`config.mk`:
```
export PLATFORM = sky130hd
export DESIGN_NAME = arinc_rz_tx
export DESIGN_NICKNAME = d
export VERILOG_FILES = /design/src/rtl/arinc_tx_pkg.sv /design/src/rtl/arinc_slot_fifo.sv /design/src/rtl/arinc_rz_symbol.sv /design/src/rtl/arinc_rz_tx.sv
export SDC_FILE = /design/constraint.sdc
export NUM_CORES = 1
export LEC_CHECK = 0
export CORE_MARGIN = 3
export CORE_UTILIZATION = 50
export CTS_CLUSTER_DIAMETER = 50
export DETAILED_ROUTE_END_ITERATION = 7
export PLACE_DENSITY = 0.72
export REMOVE_ABC_BUFFERS = 1
export SYNTH_ARGS = -nofsm -noshare
export SYNTH_HDL_FRONTEND = slang
export SYNTH_HIERARCHICAL = 1
export SYNTH_SLANG_ARGS = --single-unit
export TNS_END_PERCENT = 1
```
`constraint.sdc`:
```
create_clock -name clk -period 4.2 [get_ports clk]
set_input_delay 0.84 -clock clk [delete_from_list [all_inputs] [get_ports clk]]
set_output_delay 0.84 -clock clk [all_outputs]
set_load 0.02 [all_outputs]
```
`src/rtl/arinc_tx_pkg.sv`:
```
package arinc_tx_pkg;

  typedef enum logic [1:0] {
    LVL_NULL = 2'b00,
    LVL_HIGH = 2'b01,
    LVL_LOW  = 2'b10
  } lvl_t;

  typedef struct packed {
    logic en;
    logic data;
  } slot_t;

  // Level on the A line for a slot during one half of its bit period.
  function automatic lvl_t a_level(slot_t s, logic drive_half);
    if (!drive_half || !s.en) return LVL_NULL;
    return s.data ? LVL_HIGH : LVL_LOW;
  endfunction

  // B line is the opposite pole of A; null stays null.
  function automatic lvl_t mirror(lvl_t l);
    case (l)
      LVL_HIGH: return LVL_LOW;
      LVL_LOW:  return LVL_HIGH;
      default:  return LVL_NULL;
    endcase
  endfunction

endpackage

```
`src/rtl/arinc_slot_fifo.sv`:
```
module arinc_slot_fifo
  import arinc_tx_pkg::*;
#(
  parameter int DEPTH = 16
) (
  input  logic                       clk,
  input  logic                       rst_n,
  input  logic                       push,
  input  slot_t                      wr_slot,
  input  logic                       pop,
  output slot_t                      rd_slot,
  output logic [$clog2(DEPTH+1)-1:0] count,
  output logic                       full,
  output logic                       empty
);
  localparam int AW = (DEPTH > 1) ? $clog2(DEPTH) : 1;
  localparam int CW = $clog2(DEPTH + 1);

  slot_t          mem [DEPTH];
  logic [AW-1:0]  wp, rp;
  logic [CW-1:0]  cnt;
  logic           push_ok, pop_ok;

  assign full    = (cnt == CW'(DEPTH));
  assign empty   = (cnt == '0);
  assign push_ok = push && !full;
  assign pop_ok  = pop && !empty;
  assign rd_slot = mem[rp];
  assign count   = cnt;

  function automatic logic [AW-1:0] step(logic [AW-1:0] p);
    return (p == AW'(DEPTH - 1)) ? '0 : p + AW'(1);
  endfunction

  always_ff @(posedge clk) begin
    if (push_ok) mem[wp] <= wr_slot;
  end

  always_ff @(posedge clk) begin
    if (!rst_n) begin
      wp  <= '0;
      rp  <= '0;
      cnt <= '0;
    end else begin
      if (push_ok) wp <= step(wp);
      if (pop_ok)  rp <= step(rp);
      case ({push_ok, pop_ok})
        2'b10:   cnt <= cnt + CW'(1);
        2'b01:   cnt <= cnt - CW'(1);
        default: cnt <= cnt;
      endcase
    end
  end
endmodule

```
`src/rtl/arinc_rz_symbol.sv`:
```
module arinc_rz_symbol
  import arinc_tx_pkg::*;
#(
  parameter int DIV = 10
) (
  input  logic                   clk,
  input  logic                   rst_n,
  input  logic                   q_empty,
  input  slot_t                  q_head,
  output logic                   pop,
  output logic                   busy,
  output logic [$clog2(DIV)-1:0] phase,
  output logic                   tick,
  output lvl_t                   a_lvl,
  output lvl_t                   b_lvl
);
  localparam int PW   = $clog2(DIV);
  localparam int HALF = DIV / 2;

  logic [PW-1:0] ph;
  slot_t         cur;
  logic          act;
  logic          drive_half;

  // Last reference cycle of the current bit period.
  assign tick  = act && (ph == PW'(DIV - 1));
  assign pop   = !q_empty && (!act || tick);
  assign busy  = act;
  assign phase = ph;

  always_ff @(posedge clk) begin
    if (!rst_n) begin
      act <= 1'b0;
      ph  <= '0;
      cur <= '0;
    end else if (pop) begin
      act <= 1'b1;
      ph  <= '0;
      cur <= q_head;
    end else if (tick) begin
      act <= 1'b0;
      ph  <= '0;
    end else if (act) begin
      ph  <= ph + PW'(1);
    end
  end

  assign drive_half = act && (ph < PW'(HALF));
  assign a_lvl      = a_level(cur, drive_half);
  assign b_lvl      = mirror(a_lvl);
endmodule

```
`src/rtl/arinc_rz_tx.sv`:
```
module arinc_rz_tx
  import arinc_tx_pkg::*;
#(
  parameter int REF_DIV    = 10,
  parameter int FIFO_DEPTH = 16
) (
  input  logic       clk,
  input  logic       rst_n,
  input  logic       ser_valid,
  input  logic       ser_data,
  input  logic       ser_en,
  input  logic       ovf_clr,
  output logic [1:0] line_a,
  output logic [1:0] line_b,
  output logic       tx_ready,
  output logic       overflow
);
  localparam int CW = $clog2(FIFO_DEPTH + 1);
  localparam int PW = $clog2(REF_DIV);

  // Named internal events for the checker.
  slot_t         head_slot;
  logic [CW-1:0] fifo_count;
  logic          fifo_full, fifo_empty;
  logic          pop_evt, drop_evt;
  logic          sym_busy, sym_tick;
  logic [PW-1:0] sym_phase;
  lvl_t          a_lvl, b_lvl;
  logic          ovf_q;

  assign drop_evt = ser_valid && fifo_full;

  arinc_slot_fifo #(.DEPTH(FIFO_DEPTH)) u_fifo (
    .clk     (clk),
    .rst_n   (rst_n),
    .push    (ser_valid),
    .wr_slot ('{en: ser_en, data: ser_data}),
    .pop     (pop_evt),
    .rd_slot (head_slot),
    .count   (fifo_count),
    .full    (fifo_full),
    .empty   (fifo_empty)
  );

  arinc_rz_symbol #(.DIV(REF_DIV)) u_sym (
    .clk     (clk),
    .rst_n   (rst_n),
    .q_empty (fifo_empty),
    .q_head  (head_slot),
    .pop     (pop_evt),
    .busy    (sym_busy),
    .phase   (sym_phase),
    .tick    (sym_tick),
    .a_lvl   (a_lvl),
    .b_lvl   (b_lvl)
  );

  always_ff @(posedge clk) begin
    if (!rst_n)        ovf_q <= 1'b0;
    else if (drop_evt) ovf_q <= 1'b1;
    else if (ovf_clr)  ovf_q <= 1'b0;
  end

  assign line_a   = a_lvl;
  assign line_b   = b_lvl;
  assign overflow = ovf_q;
  assign tx_ready = fifo_empty && !sym_busy;

  logic unused_tick;
  assign unused_tick = sym_tick;
endmodule

```
**Yosys cells after proc, flatten, opt, wreduce, memory -nomap -nowiden**

Memories as Yosys holds them, arrays and structs flattened. A register that Yosys moved wholly into a read port is not among the register bits.
Index checks and enable logic that the tools add are counted.

- Output and inout port bits: 6
- Memory bits (writable): 32
- Memories: 1
- Register bits: 19
- Logic and storage cells: 56
- Input bits: 6

- $lt $le $gt $ge: 1
- Bitwise gates (word level): 1
- Equality and inequality tests: 8
- Muxes and demuxes: 14
- Reductions and logical operators: 20
- Add/subtract/negate cells: 5

Memories:

| name | depth | width | rd ports | clocked after memory_dff | write ports | RTL line | source |
|---|---|---|---|---|---|---|---|
| u_fifo.mem | 16 | 2 | 1 | 1 | 1 | arinc_slot_fifo.sv:19 | `slot_t mem [DEPTH];` |

Operator list:

| operator | number |
|---|---|
| 4-bit by 1-bit adder with 4-bit output, second input constant | 3 |
| 4-bit equality test, second input constant | 3 |
| 5-bit one-hot mux with 2 select lines | 1 |
| 4-bit 2-to-1 mux | 2 |
| 1-bit logical AND | 7 |
| 1-bit 2-to-1 mux | 7 |
| 1-bit zero test | 6 |
| 2-bit 2-to-1 mux | 3 |
| 2-bit nonzero test | 3 |
| 5-bit by 1-bit adder with 5-bit output, second input constant | 1 |
| 5-bit equality test, second input constant | 1 |
| 5-bit zero test | 1 |
| 5-bit by 1-bit subtractor with 5-bit output, second input constant | 1 |
| 2-bit by 1-bit equality test with 1-bit output, second input constant | 2 |
| 2-bit equality test, second input constant | 2 |
| 4-bit by 3-bit < comparator with 1-bit output, second input constant | 1 |
| 2-bit one-hot mux with 2 select lines | 1 |
| 3-bit OR reduction | 1 |
| 1-bit logical OR | 2 |
| 1-bit inverter | 1 |

**Longest topological paths before layout**

- Depth after elaboration: 8
- Depth in mapped cells: 15
- Mapped depth without buffers: 13

**Hierarchy**

The synthesis kept the hierarchy.

Modules (own cells, without submodules):

| module | area an instance (um^2) | cells each | sequential area each (um^2) | times used |
|---|---|---|---|---|
| arinc_slot_fifo | 2233.4 | 161 | 1301.2 | 1 |
| arinc_rz_symbol | 390.4 | 43 | 140.1 | 1 |
| arinc_rz_tx | 43.8 | 5 | 20.0 | 1 |

**Least setup slack after synthesis**

No wires, ideal clock.

- Path type: reg2reg
- Start: reg u_fifo.cnt[1], in the netlist u_fifo/count[1]
- End: reg u_fifo.cnt[2], in the netlist u_fifo/count[2]
- Data required time: 4.128 ns
- Period minus slack after synthesis: 2.944 ns
- Stages on the path, launching flop included: 16
- Buffers on the path: 3
- Setup time: 0.072 ns
- Data arrival time: 2.872 ns
- Setup slack: 1.256 ns
- Cells stage by stage: dfxtp_1 -> buf_6 -> or4_4 -> buf_6 -> nor2_1 -> a21oi_2 -> o21ai_2 -> inv_1 -> ha_1 -> clkbuf_1 -> xor2_1 -> ha_1 -> a21oi_1 -> xor2_1 -> or3_1 -> a21oi_1

- Cells in the longest elaborated chain, start to end: 6
- Elaborated cells on any way between the ends: 13
- Those cells by class: add/sub: 2; eq/ne: 3; mux: 1; reduce/logical: 7

RTL lines:

| item | RTL line | source |
|---|---|---|
| start, declared | arinc_slot_fifo.sv:21 | `logic [CW-1:0] cnt;` |
| start signal, assigned | arinc_slot_fifo.sv:48 | `2'b10: cnt <= cnt + CW'(1);` |
| start signal, assigned | arinc_slot_fifo.sv:49 | `2'b01: cnt <= cnt - CW'(1);` |
| start signal, assigned | arinc_slot_fifo.sv:50 | `default: cnt <= cnt;` |
| 5-bit zero test (*) | arinc_slot_fifo.sv:25 | `assign empty = (cnt == '0);` |
| net fifo_empty | arinc_rz_tx.sv:24 | `logic fifo_full, fifo_empty;` |
| 1-bit zero test (*) | arinc_rz_symbol.sv:27 | `assign pop = !q_empty && (!act \|\| tick);` |
| 1-bit logical AND (*) | arinc_rz_symbol.sv:27 |  |
| net pop_evt | arinc_rz_tx.sv:25 | `logic pop_evt, drop_evt;` |
| 1-bit logical AND (*) | arinc_slot_fifo.sv:27 | `assign pop_ok = pop && !empty;` |
| 2-bit by 1-bit equality test with 1-bit output / 2-bit equality test (equally long branches) | arinc_slot_fifo.sv:47 | `case ({push_ok, pop_ok})` |
| 5-bit one-hot mux with 2 select lines / 2-bit nonzero test (equally long branches) | n/a |  |

The timed path passes the listed nets; every way through them passes the cells marked *.
A chain may end at the register's enable or synchronous reset.

**Worst setup path after layout**

- Start: reg u_fifo.cnt[1], in the netlist u_fifo/count[1]
- End: out tx_ready

- Cells in the longest elaborated chain, start to end: 2

RTL lines:

| item | RTL line | source |
|---|---|---|
| 5-bit zero test | arinc_slot_fifo.sv:25 |  |
| net fifo_empty | arinc_rz_tx.sv:24 |  |
| 1-bit logical AND | arinc_rz_tx.sv:67 | `assign tx_ready = fifo_empty && !sym_busy;` |
| end, declared | arinc_rz_tx.sv:15 | `output logic tx_ready,` |

The timed path passes the listed nets, and every way through them passes these cells.

==> metrics <==
initial antenna violation count=0; cts bufs inserted=9; post-synth top area cell=edfxtp_1; Synth Instances=209; Synth area leaders=edfxtp_1 (36%), dfxtp_1 (19%), mux4_2 (8.4%); Detailed Route Iter0 Violations=72; Top delay family on crit path=simple AND/OR/NAND/NOR gates; Max Clk Rate=0.312 GHz; Seq/Total Area, Yosys=0.548; run status=complete, no violations; Post-synth top flop=edfxtp_1; commonest non-fill, non-tap cell in the layout=edfxtp_1; r2r setup slk=1060 ps; RR Startpoint=u_fifo/count[1]; final worst-path cycle share=0.764; met1 WL=2150 um; cell area after synthesis=0.00267 mm2; most frequent cells in the layout=edfxtp_1 (32), dfxtp_1 (25), nand2_1 (15); final worst setup slack=990 ps; DR WL/cell=15.2 um; Slew Limit Fails=0; pin count of the biggest net entering global routing=17; Post-Layout Cell Count=291; Period minus WS final=3210 ps; max-cap viol count=0; Netlist cell types=46; GP Congestion=0.722; Vias/cell=5.48; HPWL Detailed=3080 um; GRT Residual Overflow=0; postcts setup bufs=0; Finish-stage setup viols=0; Seq cells post-synth=57; Hold Crit Depth=2; Sink Count=57; Crit-path slowest cell=clkdlybuf4s50_1; vias=1596; Avg Inst Size Synth=12.8 um2; Worst R2R End=u_fifo/count[2]; row count=25; Peak VDD IR=0.000317 V; min-delay worst type=reg2reg; Clk pin slew, worst setup/hold paths=60 ps; worst slew pin tran=704 ps; core box area=0.00494 mm2; post-placement cell count=275; Synth-to-Final Area Change=11.7%; hold path startpoint=u_sym/cur[1]; Synth async-reset ratio=0; final-layout fill cell count=405; Root Driver=clkbuf_8; Max stage delay on crit path=610 ps; Initial DRT Pass Iterations=4; Clock Path Buffers=2; Antenna Violating Nets Remaining=0; Pleak=1.05 nW; H-tree depth=3; EDFF count, synth=32; Starting Density=0.540; Cell Area, Placed=0.00278 mm2; first-pass GRT wire length=7520 um; PortBufs=11; gr usage total=0.160; # hold bufs at CTS=0; DRC viols=0; buffers and inverters on the worst path=1; fin nets=236; Hold Path Sink=u_sym/cur[1]; setup_tns=0 ps; Die Width=79.0 um; Multi-input gate area=0.00109 mm2; register area=0.00146 mm2; # diodes=0; r2r worst-path depth=12; Worst-Skew Late Latency=310 ps; met2 WL=2140 um; WL met3=108 um; vias in the first global route=1548; relative slew slack=0.524; top-area cell type share of the netlist area=0.360; DR top layer=met4; Hold Violations, Final=0; CP max FO=8; share of cells above drive strength 1=0.125; CP required=3360 ps; die height=79.0 um; crit end category=output pin; critical path class=reg2out; TritonCTS clock tree=built; I/O pins=12; dpl ws=1140 ps; Final Skew=4.38 ps; CP startpoint kind=register; final wirelength=4440 um; die area=0.00625 mm2; CP arrival=2370 ps; PostCTS Resize Cnt=0; PwrDens=560 mW/mm2; Design Area, Final=0.00298 mm2; critical-path cell list=or4_4 -> nor2_1 -> nor2b_1 -> clkdlybuf4s50_1; Ys Warns=6; RSZ-0062 raised after global routing=no
[how the worst max path moves through the flow]
stage	start	to	slack, ps	depth (start not counted)
2_1_floorplan	u_fifo/count[1]	u_fifo/count[2]	1430	12
3_3_place_gp	ser_valid	u_fifo/count[2]	1220	9
5_1_grt	u_fifo/count[1]	u_fifo/count[2]	860	12
4_1_cts	u_fifo/count[1]	tx_ready	980	4
3_5_place_dp	u_fifo/count[1]	u_fifo/count[2]	1140	12
6_report	u_fifo/count[1]	tx_ready	990	4
[power breakdown]
part | switching (mW) | leakage [nW] | internal, mW
Clock | 0.191 | 0.0997 | 0.331
Combinational | 0.214 | 0.456 | 0.206
Sequential | 0.0795 | 0.492 | 0.644
Total | 0.485 | 1.05 | 1.18
[synthesized netlist by cell type (2+ instances only)]
cell type and count:
edfxtp_1 32, dfxtp_1 25, nand2_1 15, and2_1 12, nor2_1 12, ha_1 11, mux4_2 10, a21oi_1 9
mux2i_1 8, inv_1 7, o21ai_0 6, xor2_1 6, nor4b_1 5, buf_6 4, clkbuf_1 4, nand2b_1 3
nor2b_1 3, a311o_1 2, buf_2 2, buf_4 2, nand3_1 2, nand3b_1 2, nor3_1 2, nor3b_1 2
o211ai_1 2
[routing by layer]
metal | global-route usage | vias to the layer above
met1 | 0.220 | 776
li1 | - | 792
met3 | 0.0374 | 2
met2 | 0.237 | 26
met5 | 0 | -
met4 | 0.0825 | 0
[worst reg2reg max path: stages, from the launching register on]
cell,delay [ps]
dfxtp_1,380
or4_4,600
nor2_1,270
a21oi_2,120
o21ai_2,160
inv_1,110
ha_1,290
xor2_1,180
ha_1,210
a21oi_1,150
xor2_1,110
or3_1,340
a21oi_1,140
[area by class of cell]
type                       instances  share of cell area
clock buffer                      12              0.0454
sequential                        57               0.491
timing repair buffer              11              0.0370
clock inverter                     4              0.0227
tap                               67              0.0281
multi-input combinational        132               0.366
inverter                           8              0.0101
[logic make-up (layout without fill, tap and decap cells)]
| kind of cell | after synthesis | count (layout) | synth area share |
|---|---|---|---|
| fa+ha+maj | 11 | 11 | 0.0516 |
| simple gates | 66 | 66 | 0.142 |
| xor+xnor | 7 | 7 | 0.0230 |
| mux | 18 | 18 | 0.114 |
| buf+inv | 20 | 35 | 0.0431 |
| compound gates | 30 | 30 | 0.0783 |
| flops | 57 | 57 | 0.548 |
[sequential cells by signal (all words and copies together), names as in the netlist, named ones only]
signal and cells:
u_sym/cur 2, u_fifo/rp 4, u_sym/busy 1, u_fifo/count 5, u_sym/phase 4, u_fifo/wp 4, u_fifo/mem 32, overflow 1
[metrics by stage]
stage | hold WS (ps) | utilization | total power [mW]
after floorplan | 435 | - | 1.04
after global placement | 453 | 0.562 | 1.15
after detailed placement | 458 | 0.562 | 1.16
after CTS | 466 | 0.603 | 1.68
after global routing | 471 | 0.603 | 1.76
final | 467 | 0.603 | 1.67
Power figures use the tool's default switching activity.
